File: config.mk
export PLATFORM = sky130hd
export DESIGN_NAME = dac_nv_regctl
export DESIGN_NICKNAME = d
export VERILOG_FILES = /design/src/rtl/dac_nv_pkg.sv /design/src/rtl/dac_nv_cmd_dec.sv /design/src/rtl/dac_nv_shadow.sv /design/src/rtl/dac_nv_live.sv /design/src/rtl/dac_nv_regctl.sv
export SDC_FILE = /design/constraint.sdc
export NUM_CORES = 1
export LEC_CHECK = 0
export BUFFER_PORTS_ARGS = -buffer_cell sky130_fd_sc_hd__buf_2
export CAP_MARGIN = 20
export CORE_UTILIZATION = 50
export DETAILED_ROUTE_END_ITERATION = 7
export GPL_TIMING_DRIVEN = 0
export PLACE_DENSITY = 0.89
export SLEW_MARGIN = 20
export SYNTH_ARGS = -nofsm -noshare
export SYNTH_HDL_FRONTEND = slang
export SYNTH_SLANG_ARGS = --single-unit
File: constraint.sdc
create_clock -name clk -period 5.3 [get_ports clk]
set_clock_uncertainty 0.2 [all_clocks]
set_input_delay 0.53 -clock clk [delete_from_list [all_inputs] [get_ports clk]]
set_output_delay 0.53 -clock clk [all_outputs]
set_load 0.01 [all_outputs]
File: src/rtl/dac_nv_pkg.sv
// Shared widths, command codes and word types for the DAC register block.
// Assumes a 3-bit command code and a shadow word of power-down over data.
package dac_nv_pkg;
    localparam int CMD_W  = 3;
    localparam int PD_W   = 2;
    localparam int DATA_W = 12;
    localparam int NV_W   = PD_W + DATA_W;
    localparam int STAT_W = CMD_W + 2 + NV_W;

    typedef logic [CMD_W-1:0] cmd_t;

    localparam cmd_t CMD_FAST    = 3'b000;
    localparam cmd_t CMD_DAC     = 3'b010;
    localparam cmd_t CMD_PERSIST = 3'b011;

    typedef struct packed {
        logic [PD_W-1:0]   pd;
        logic [DATA_W-1:0] data;
    } nv_word_t;

    localparam nv_word_t FACTORY_WORD = '{pd: '0, data: DATA_W'(1) << (DATA_W - 1)};
endpackage

File: src/rtl/dac_nv_cmd_dec.sv
// Command decoder: turns a strobed command into write enables.
// Assumes ready is low for the whole persistence sequence; drops commands then.
module dac_nv_cmd_dec
    import dac_nv_pkg::*;
(
    input  logic cmd_vld,
    input  cmd_t cmd_code,
    input  logic ready,
    output logic live_we,
    output logic persist_go
);
    // Decode an accepted command into live and shadow enables.
    always_comb begin
        live_we    = 1'b0;
        persist_go = 1'b0;
        if (cmd_vld && ready) begin
            case (cmd_code)
                CMD_FAST, CMD_DAC: live_we = 1'b1;
                CMD_PERSIST: begin
                    live_we    = 1'b1;
                    persist_go = 1'b1;
                end
                default: ;
            endcase
        end
    end
endmodule

File: src/rtl/dac_nv_shadow.sv
// Shadow store with a timed programming sequence.
// The stored word survives reset and starts out as the factory word.
// A start pulse captures the word; after WR_LAT cycles it is committed and
// ready returns high. Reset aborts a sequence without a commit. WR_LAT >= 1.
module dac_nv_shadow
    import dac_nv_pkg::*;
#(
    parameter int WR_LAT = 16
) (
    input  logic     clk,
    input  logic     rst_n,
    input  logic     persist_go,
    input  nv_word_t wr_word,
    output nv_word_t nv_word,
    output logic     ready
);
    localparam int CNT_W = $clog2(WR_LAT + 1);

    nv_word_t         nv_q = FACTORY_WORD;
    nv_word_t         pend_q;
    logic [CNT_W-1:0] cnt_q;
    logic             busy_q;
    logic             last_tick;

    assign last_tick = busy_q && (cnt_q == CNT_W'(1));

    // Sequence control: load the counter on start, count down while busy.
    always_ff @(posedge clk) begin
        if (!rst_n) begin
            busy_q <= 1'b0;
            cnt_q  <= '0;
        end else if (busy_q) begin
            if (last_tick) begin
                busy_q <= 1'b0;
                cnt_q  <= '0;
            end else begin
                cnt_q <= cnt_q - CNT_W'(1);
            end
        end else if (persist_go) begin
            busy_q <= 1'b1;
            cnt_q  <= CNT_W'(WR_LAT);
        end
    end

    // Capture the word to be programmed when a sequence starts.
    always_ff @(posedge clk) begin
        if (persist_go && !busy_q) pend_q <= wr_word;
    end

    // Commit the pending word on the final count; reset never clears it.
    always_ff @(posedge clk) begin
        if (rst_n && last_tick) nv_q <= pend_q;
    end

    assign nv_word = nv_q;
    assign ready   = !busy_q;
endmodule

File: src/rtl/dac_nv_live.sv
// Live converter register, last-command field and power-on flag.
// Assumes nv_word is stable during reset; it loads the live register then.
module dac_nv_live
    import dac_nv_pkg::*;
(
    input  logic     clk,
    input  logic     rst_n,
    input  logic     live_we,
    input  cmd_t     cmd_code,
    input  nv_word_t wr_word,
    input  nv_word_t nv_word,
    output nv_word_t live_word,
    output cmd_t     last_cmd,
    output logic     por_flag
);
    nv_word_t live_q;
    cmd_t     cmd_q;
    logic     por_q;

    // Live register: reload from the shadow in reset, else take accepted writes.
    always_ff @(posedge clk) begin
        if (!rst_n)       live_q <= nv_word;
        else if (live_we) live_q <= wr_word;
    end

    // Record the code of the last accepted command.
    always_ff @(posedge clk) begin
        if (!rst_n)       cmd_q <= '0;
        else if (live_we) cmd_q <= cmd_code;
    end

    // Power-on flag: set once the reset-time reload has happened.
    always_ff @(posedge clk) begin
        if (!rst_n) por_q <= 1'b0;
        else        por_q <= 1'b1;
    end

    assign live_word = live_q;
    assign last_cmd  = cmd_q;
    assign por_flag  = por_q;
endmodule

File: src/rtl/dac_nv_regctl.sv
// Top: DAC register controller with a persistent shadow word.
// Joins the decoder, the shadow store and the live register, and builds the
// status word. Commands are single-cycle strobes with no back-pressure.
module dac_nv_regctl
    import dac_nv_pkg::*;
#(
    parameter int WR_LAT = 16
) (
    input  logic              clk,
    input  logic              rst_n,
    input  logic              cmd_vld,
    input  logic [CMD_W-1:0]  cmd_code,
    input  logic [PD_W-1:0]   cmd_pd,
    input  logic [DATA_W-1:0] cmd_data,
    output logic [DATA_W-1:0] dac_code,
    output logic [PD_W-1:0]   dac_pd,
    output logic              rdy,
    output logic [STAT_W-1:0] status_word,
    output logic [NV_W-1:0]   shadow_word
);
    nv_word_t wr_word;
    nv_word_t nv_word;
    nv_word_t live_word;
    cmd_t     last_cmd;
    logic     live_we;
    logic     persist_go;
    logic     ready;
    logic     por_flag;

    assign wr_word = '{pd: cmd_pd, data: cmd_data};

    dac_nv_cmd_dec u_dec (
        .cmd_vld    (cmd_vld),
        .cmd_code   (cmd_code),
        .ready      (ready),
        .live_we    (live_we),
        .persist_go (persist_go)
    );

    dac_nv_shadow #(.WR_LAT(WR_LAT)) u_shadow (
        .clk        (clk),
        .rst_n      (rst_n),
        .persist_go (persist_go),
        .wr_word    (wr_word),
        .nv_word    (nv_word),
        .ready      (ready)
    );

    dac_nv_live u_live (
        .clk       (clk),
        .rst_n     (rst_n),
        .live_we   (live_we),
        .cmd_code  (cmd_code),
        .wr_word   (wr_word),
        .nv_word   (nv_word),
        .live_word (live_word),
        .last_cmd  (last_cmd),
        .por_flag  (por_flag)
    );

    assign dac_code    = live_word.data;
    assign dac_pd      = live_word.pd;
    assign rdy         = ready;
    assign shadow_word = nv_word;
    assign status_word = {last_cmd, ready, por_flag, live_word};
endmodule

==> results.toml, run 1 <==
[outcome]
status = "complete, no violations"

[pwr]
total_power_uw = 746
vdd_drop_max_uv = 220
power_density_nw_per_um2 = 298
leakagePower_nw = 1.04

[floorplanning]
die-area_um2 = 4310
die_w_um = 65.6
num_rows = 22
start_util_pct = 53.7
core_area_um2 = 3770
die_h_um = 65.6
pin_count = 68

[clocking]
cts.path.max_buffers = 2
htreeDepth = 2
cts_hold_buf = 0
post_cts_resized = 0
cts_tree = "built"
clkSinkCount = 52
clk_pin_slew_ps = 90
post-cts-setup-buffers = 0
clk_latency_ps = 290
clock-root-buffer = "clkbuf_8"
cts_made_buffers = 5

[critical_path]
crit_fanout = 14
path_delay_family = "simple AND/OR/NAND/NOR gates"
start_kind = "input port"
arrival_ps = 1790
crit_chain = "buf_2, clkbuf_1, and4_1"
cp-end-kind = "flip-flop"
worstPathRequired_ps = 5040
crit_buf_inv = 2
cp_slowest_cell = "and4_1"
slowest_delay_ps = 710
worst-setup-path-type = "input port to flip-flop"

[timing]
fin_ws_ps = 3250
fmax_ghz = 0.488
finalCriticalPeriod_ps = 2050
fin_crit_sh_pct = 38.7
relSlewSlack_pct = 48.7
worst_pin_slew_ps = 768
finalSetupTns_ps = 0
drv_slew = 0
finalHoldViolations = 0
finalSetupViolations = 0
rsz0062_at_grt = "false"

[synth]
synth_cell_type_count = 33
synth_area_leader_cell = "edfxtp_1"
yosysSeqAreaShare_pct = 72.2
synthArstFlopShare_pct = 0
syn_inst = 126
synth_ff_type = "edfxtp_1"
synth_area_um2 = 2020
synthesis.nets = 148
synth-seq-cells = 52
yosys_warnings = 0
synth-edff-count = 42
netlist.area_leader.share_pct = 62.3
syn_avg_cell_area_um2 = 16.1
synth.area.top_cells = "edfxtp_1 (62%), dfxtp_1 (9.9%), mux2_2 (7.8%), buf_4 (5.9%), ha_1 (1.2%)"

[global_routing]
globalRouteMet1Util_pct = 20.1
grtUsageMet2_pct = 27.3
grt_pass1_wl_mm = 5.11
met3_usage_pct = 3.65
grt_pass1_vias = 1130
grt_start_max_net_pins = 17
gr-total-overflow = 0
track_usage_pct = 16.4
antenna_found_initial = 0
grt.busiest_layer = "met2"

[placed_design]
portBuffers = 67
hpwlAfterDp_mm = 2.49
pre_cts_slack_ps = 2910
dp_cells = 241
routabilityCongestion = 0.828

[finish]
seqCellArea_um2 = 1460
finalCoreUtilization_pct = 66.5
syn_to_final_growth_pct = 23.8
fillers = 275
final_cell_mix = "buf_2 (68), edfxtp_1 (42), buf_4 (16), mux2_2 (14), dfxtp_1 (10)"
multiInputGateArea_um2 = 414
antenna_cells = 0
stdcell_count = 249
layout-drive-gt1-share_pct = 52.7
final_nets = 222
final_common_cell = "buf_2"

[drt]
via_per_inst = 4.98
initialDrtViolationCount = 60
drt_pass1_iterations = 4
wl_per_cell_um = 13.5
num_vias = 1240
routed_wl_mm = 3.36
drtAntennaViolNets = 0
drcViolationCount = 0

[hold_path]
hold_class = "input port to flip-flop"

[flow_run]
drv_cap = 0
==> per-stage QoR <==
stage	hold WS (ps)	instance area, um2
after detailed placement	205	2420
after global placement	202	2420
after floorplan	200	2020
final	210	2510
after CTS	199	2510
after global routing	207	2510
==> synth_stat cells, drive strengths merged, types with 2 or more instances <==
master   n
nand2    4
a22o     2
inv      6
nor2     2
nor3     2
dfxtp   10
a21boi   2
a21o     2
buf     17
edfxtp  42
ha       2
a31oi    2
nor2b    2
mux2    14
==> registers in the layout, indices dropped and copies added (netlist names) <==
name	count
u_live.live_word	14
u_live.por_flag	1
u_shadow.busy_q	1
u_live.last_cmd	3
u_shadow.pend_q	14
u_shadow.nv_word	14
u_shadow.cnt_q	5
==> cell type report <==
cell class	instances	share of cell area (%)
Sequential cell	52	58.3
Multi-Input combinational cell	50	16.5
Timing Repair Buffer	67	13.4
Buffer	18	5.14
Clock buffer	6	2.90
Tap cell	48	2.40
Inverter	6	0.899
Clock inverter	2	0.449
==> worst paths after layout <==
path                  startpoint                   end  slack, ps  cells after the start
max                        rst_n   u_shadow.nv_word[3]       3250                      3
max reg2reg      u_shadow.busy_q   u_live.live_word[2]       3270                      3
min reg2reg  u_shadow.pend_q[11]  u_shadow.nv_word[11]        220                      0
min                        rst_n       u_live.por_flag        210                      1
==> per-layer routing <==
layer,share of wire [%],vias to the layer above
met5,0,-
li1,-,602
met3,5.9,5
met4,1.8,0
met1,45,582
met2,48,51
==> report_power, final <==
part / internal [mW] / switching, mW / total [mW]
clock: 0.0918 / 0.122 / 0.214
sequential: 0.454 / 0.00640 / 0.460
combinational: 0.0365 / 0.0356 / 0.0721
total: 0.582 / 0.164 / 0.746
==> kinds of logic (layout without fill, tap and decap cells) <==
kind of cell	Yosys count	after routing	synth area share (%)
compound gates	17	17	6.37
fa+ha+maj	2	2	1.24
buf+inv	24	99	7.48
flops	52	52	72.2
mux	14	14	7.79
simple gates	17	17	4.94
(Power assumes the default switching activity.)
==> run 2, diff against run 1 <==
--- a/config.mk
+++ b/config.mk
@@ -7,10 +7,10 @@
 export LEC_CHECK = 0
 export BUFFER_PORTS_ARGS = -buffer_cell sky130_fd_sc_hd__buf_2
 export CAP_MARGIN = 20
-export CORE_UTILIZATION = 50
+export CORE_UTILIZATION = 49
 export DETAILED_ROUTE_END_ITERATION = 7
 export GPL_TIMING_DRIVEN = 0
-export PLACE_DENSITY = 0.89
+export PLACE_DENSITY = 0.88
 export SLEW_MARGIN = 20
 export SYNTH_ARGS = -nofsm -noshare
 export SYNTH_HDL_FRONTEND = slang
==> constraint.sdc (replaced) <==
create_clock -name clk -period 2 [get_ports clk]
set_clock_uncertainty 0.2 [all_clocks]
set_input_delay 0.2 -clock clk [delete_from_list [all_inputs] [get_ports clk]]
set_output_delay 0.2 -clock clk [all_outputs]
set_load 0.01 [all_outputs]
==> results.toml, run 2 (synthesized netlist as in run 1, its figures left out) <==
[outcome]
status = "complete, no violations"

[drt]
drtAntennaViolNets = 0
drcViolationCount = 0
wl_per_cell_um = 14.3
via_per_inst = 4.93
highest_layer = "met4"
met3_length_um = 227
drt_pass1_iterations = 4
wl_met2_mm = 1.92
routed_wl_mm = 3.78
initialDrtViolationCount = 68
wl_met1_mm = 1.59
num_vias = 1302

[global_routing]
grt_pass1_vias = 1243
grt_start_max_net_pins = 17
gr-total-overflow = 0
antenna_found_initial = 0
grt_pass1_wl_mm = 5.95
track_usage_pct = 19.0

[clocking]
clock-root-buffer = "clkbuf_8"
htreeDepth = 2
clk_latency_ps = 300
cts_made_buffers = 5
clk_pin_slew_ps = 90
cts.path.max_buffers = 2
clkSinkCount = 52
cts_tree = "built"

[hold_path]
hold_class = "input port to flip-flop"
whs_endpoint = "u_live.last_cmd[1]"
min_path_cells = 3
min-delay-start = "cmd_code[1]"

[critical_path]
rrSetupSlack_ps = 90
reg2reg_to = "u_live.live_word[5]"
worst_r2r_path_depth = 3
arrival_ps = 1690
slowest_delay_ps = 480
start_kind = "flip-flop"
crit_fanout = 14
worst-setup-path-type = "flip-flop to flip-flop"
startpoint = "u_shadow.busy_q"
cp-end-kind = "flip-flop"
cp_slowest_cell = "or3b_1"
r2r-start = "u_shadow.busy_q"
crit_chain = "or3b_1, o21a_1, clkinvlp_4"
worstPathRequired_ps = 1780

[timing]
drv_slew = 0
finalSetupTns_ps = 0
fmax_ghz = 0.524
finalSetupViolations = 0
fin_ws_ps = 93.0
fin_crit_sh_pct = 95.4
finalHoldViolations = 0
worst_pin_slew_ps = 526
relSlewSlack_pct = 64.9
rsz0062_at_grt = "false"
finalCriticalPeriod_ps = 1910

[finish]
syn_to_final_growth_pct = 31.7
finalCoreUtilization_pct = 70.2
final_nets = 237
seqCellArea_um2 = 1460
fillers = 279
fin_area_um2 = 2670
multiInputGateArea_um2 = 420
final_cell_mix = "buf_2 (68), edfxtp_1 (42), buf_4 (16), dlygate4sd3_1 (15), mux2_2 (14)"
final_common_cell = "buf_2"
antenna_cells = 0
layout-drive-gt1-share_pct = 50.0

[floorplanning]
num_rows = 22
die-area_um2 = 4390
die_h_um = 66.3
start_util_pct = 53.3
pin_count = 68
core_area_um2 = 3800
die_w_um = 66.3

[pwr]
leakagePower_nw = 1.10
vdd_drop_max_uv = 504
power_density_nw_per_um2 = 750
total_power_mw = 2.00

[placed_design]
routabilityCongestion = 0.834
portBuffers = 67
placed_area_um2 = 2420
pre_cts_slack_ps = -129
hpwlAfterDp_mm = 2.60

[flow_run]
drv_cap = 0
-- run 2: cell count changes in the layout (fill, tap and decap cells not counted) --
cell and change:
and4_2 +1, dlygate4sd3_1 +15, nor2_4 +1, nor2_2 -1
clkinvlp_4 +1, inv_1 -1, and4_1 -1
-- run 2: cell type report --
cell class,count,area share (%)
plain buffers,18,4.83
clock inverters,2,0.422
repair buffers,82,18.2
clock buffers,6,2.72
well taps,48,2.25
flip-flops and latches,52,54.8
inverters,6,0.985
multi-input cells,50,15.8
-- run 2: power breakdown --
part | leakage [nW] | switching, mW | internal [mW] | total (mW)
sequential | 0.474 | 0.0184 | 1.20 | 1.22
clock | 0.0388 | 0.319 | 0.243 | 0.562
combinational | 0.589 | 0.101 | 0.117 | 0.218
-- run 2: critical path: cells and delay by family (launching register included) --
family	cells	cell delay, ps
DFF	1	370
AOI/OAI and AO/OA	1	280
buffers and inverters	1	250
and+or+nand+nor	1	480
-- run 2: timing repair --
item                                   4_1_cts  5_1_grt
gates resized for setup                      2        1
endpoints found under the hold margin       15        0
setup endpoints to repair                   28       14
buffers inserted                             0        0
hold buffers                                15        0
-- run 2: routing by layer --
| layer | global-route usage (%) | up-vias |
|---|---|---|
| met4 | 6.38 | 0 |
| li1 | - | 634 |
| met3 | 4.14 | 5 |
| met2 | 33.2 | 54 |
| met5 | 0 | - |
| met1 | 23.1 | 609 |
-- run 2: metrics by stage --
| step | std cells | hold slack, ps |
|---|---|---|
| after floorplan | 126 | 27.7 |
| after CTS | 264 | 0.378 |
| after global placement | 241 | 190 |
| final | 264 | 1.59 |
| after detailed placement | 241 | 187 |
| after global routing | 264 | 30.3 |
-- run 2: worst max path at each step --
stage	to	slack, ps	cells after the start
floorplan	u_live.live_word[0]	180	3
global placement	u_shadow.nv_word[0]	-110	3
detailed placement	u_shadow.nv_word[0]	-130	3
CTS	u_shadow.nv_word[3]	70	2
global route	u_live.live_word[5]	30	3
finish	u_live.live_word[5]	90	3
==> run 3, diff against run 2 <==
--- a/config.mk
+++ b/config.mk
@@ -11,6 +11,7 @@
 export DETAILED_ROUTE_END_ITERATION = 7
 export GPL_TIMING_DRIVEN = 0
 export PLACE_DENSITY = 0.88
+export RECOVER_POWER = 25
 export SLEW_MARGIN = 20
 export SYNTH_ARGS = -nofsm -noshare
 export SYNTH_HDL_FRONTEND = slang
==> results.toml, run 3 (synthesized netlist as in run 1, its figures left out) <==
[finish]
syn_to_final_growth_pct = 30.5
final_cell_mix = "buf_2 (48), edfxtp_1 (42), clkbuf_1 (22), buf_4 (16), dlygate4sd3_1 (15)"
multiInputGateArea_um2 = 420
final_common_cell = "buf_2"
seqCellArea_um2 = 1460
stdcell_count = 264
layout-drive-gt1-share_pct = 40.7
antenna_cells = 0
final_nets = 237
fillers = 289

[timing]
rsz0062_at_grt = "false"
finalCriticalPeriod_ps = 1910
fmax_ghz = 0.525
relSlewSlack_pct = 60.7
finalHoldViolations = 1
drv_slew = 0
worst_pin_slew_ps = 590
hold-worst-slack_ps = -0.0156
fin_ws_ps = 93.9
fin_crit_sh_pct = 95.3
finalSetupTns_ps = 0
finalSetupViolations = 0

[critical_path]
start_kind = "flip-flop"
cp_slowest_cell = "or3b_1"
arrival_ps = 1690
crit_chain = "or3b_1, o21a_1, clkinvlp_4"
crit_fanout = 14
crit_buf_inv = 1
reg2reg_to = "u_live.live_word[5]"
rrSetupSlack_ps = 90
endpoint = "u_live.live_word[5]"
worstPathRequired_ps = 1780
slowest_delay_ps = 480
cp-end-kind = "flip-flop"
path_delay_family = "simple AND/OR/NAND/NOR gates"
startpoint = "u_shadow.busy_q"
r2r-start = "u_shadow.busy_q"
worst-setup-path-type = "flip-flop to flip-flop"
worst_r2r_path_depth = 3
worst-path-stages = 3

[floorplanning]
start_util_pct = 53.3
num_rows = 22
pin_count = 68
core_area_um2 = 3800
die_h_um = 66.3
die-area_um2 = 4390
die_w_um = 66.3

[drt]
via_per_inst = 4.92
num_vias = 1300
drt_pass1_iterations = 4
drtAntennaViolNets = 0
routed_wl_mm = 3.78
wl_per_cell_um = 14.3
initialDrtViolationCount = 70
drcViolationCount = 0

[flow_run]
drv_cap = 0

[pwr]
vdd_drop_max_uv = 504
power_density_nw_per_um2 = 756
leakagePower_nw = 1.04

[clocking]
htreeDepth = 2
clk_latency_ps = 300
clock-root-buffer = "clkbuf_8"
post-cts-setup-buffers = 0
cts.path.max_buffers = 2
cts_tree = "built"
clk_pin_slew_ps = 90
clkSinkCount = 52
cts_made_buffers = 5

[placed_design]
hpwlAfterDp_mm = 2.60
routabilityCongestion = 0.834
portBuffers = 67
pre_cts_slack_ps = -129
dp_cells = 241

[outcome]
status = "finished with violations"
violations = "hold timing"

[hold_path]
min-delay-start = "cmd_code[1]"
hold_class = "input port to flip-flop"

[global_routing]
track_usage_pct = 19.0
grt_pass1_vias = 1243
grt_start_max_net_pins = 17
grt_pass1_wl_mm = 5.95
antenna_found_initial = 0
gr-total-overflow = 0
==> run 3: cell types whose count changed in the layout (fill, tap and decap cells not counted), sizes merged <==
cell    previous run  this run
clkbuf             7        27
buf               84        64
==> run 3: power breakdown <==
part | internal [mW] | switching, mW | leakage (nW)
clock network | 0.243 | 0.319 | 0.0388
registers | 1.20 | 0.0187 | 0.474
logic | 0.111 | 0.102 | 0.529
total | 1.56 | 0.439 | 1.04
==> run 3: area by class of cell <==
| class | instances | area share (%) |
|---|---|---|
| Timing Repair Buffer | 82 | 17.5 |
| Clock inverter | 2 | 0.426 |
| Buffer | 18 | 4.83 |
| Inverter | 6 | 0.995 |
| Multi-Input combinational cell | 50 | 15.9 |
| Clock buffer | 6 | 2.75 |
| Tap cell | 48 | 2.27 |
| Sequential cell | 52 | 55.3 |
==> run 3: routing by layer <==
metal	routed length [um]	global-route usage, %
met1	1630	23.1
met2	1910	33.2
met3	196	4.14
met4	38	6.38
met5	0	0
==> run 3: worst min-delay path by stage <==
stage / endpoint / slack, ps / cells after the start
final: u_live.last_cmd[1] / -0.02 / 3
after global routing: u_live.last_cmd[1] / 30 / 3
after CTS: u_live.last_cmd[1] / 0.4 / 3
after detailed placement: u_live.por_flag / 190 / 1
after global placement: u_live.por_flag / 190 / 1
after floorplan: u_live.por_flag / 30 / 0
==> run 3: worst reg2reg max path, stage by stage (launching register included) <==
cell	delay (ps)
dfxtp_1	370
or3b_1	480
o21a_1	280
clkinvlp_4	250
==> run 3: timing repair <==
item                                   in CTS  in global routing
endpoints found under the hold margin      15                  0
setup endpoints to repair                  28                 14
gates resized for setup                     2                  1
hold buffers                               15                  0
==> run 3: through the flow <==
stage               util, %  power (mW)  area, um2  hold slack (ps)
finish                 69.5        2.00       2640          -0.0156
global route           69.5        2.07       2640             30.2
CTS                    70.2        2.01       2670            0.378
detailed placement     63.8        1.44       2420              187
global placement       63.8        1.43       2420              190
floorplan                 -        1.36       2030             27.7
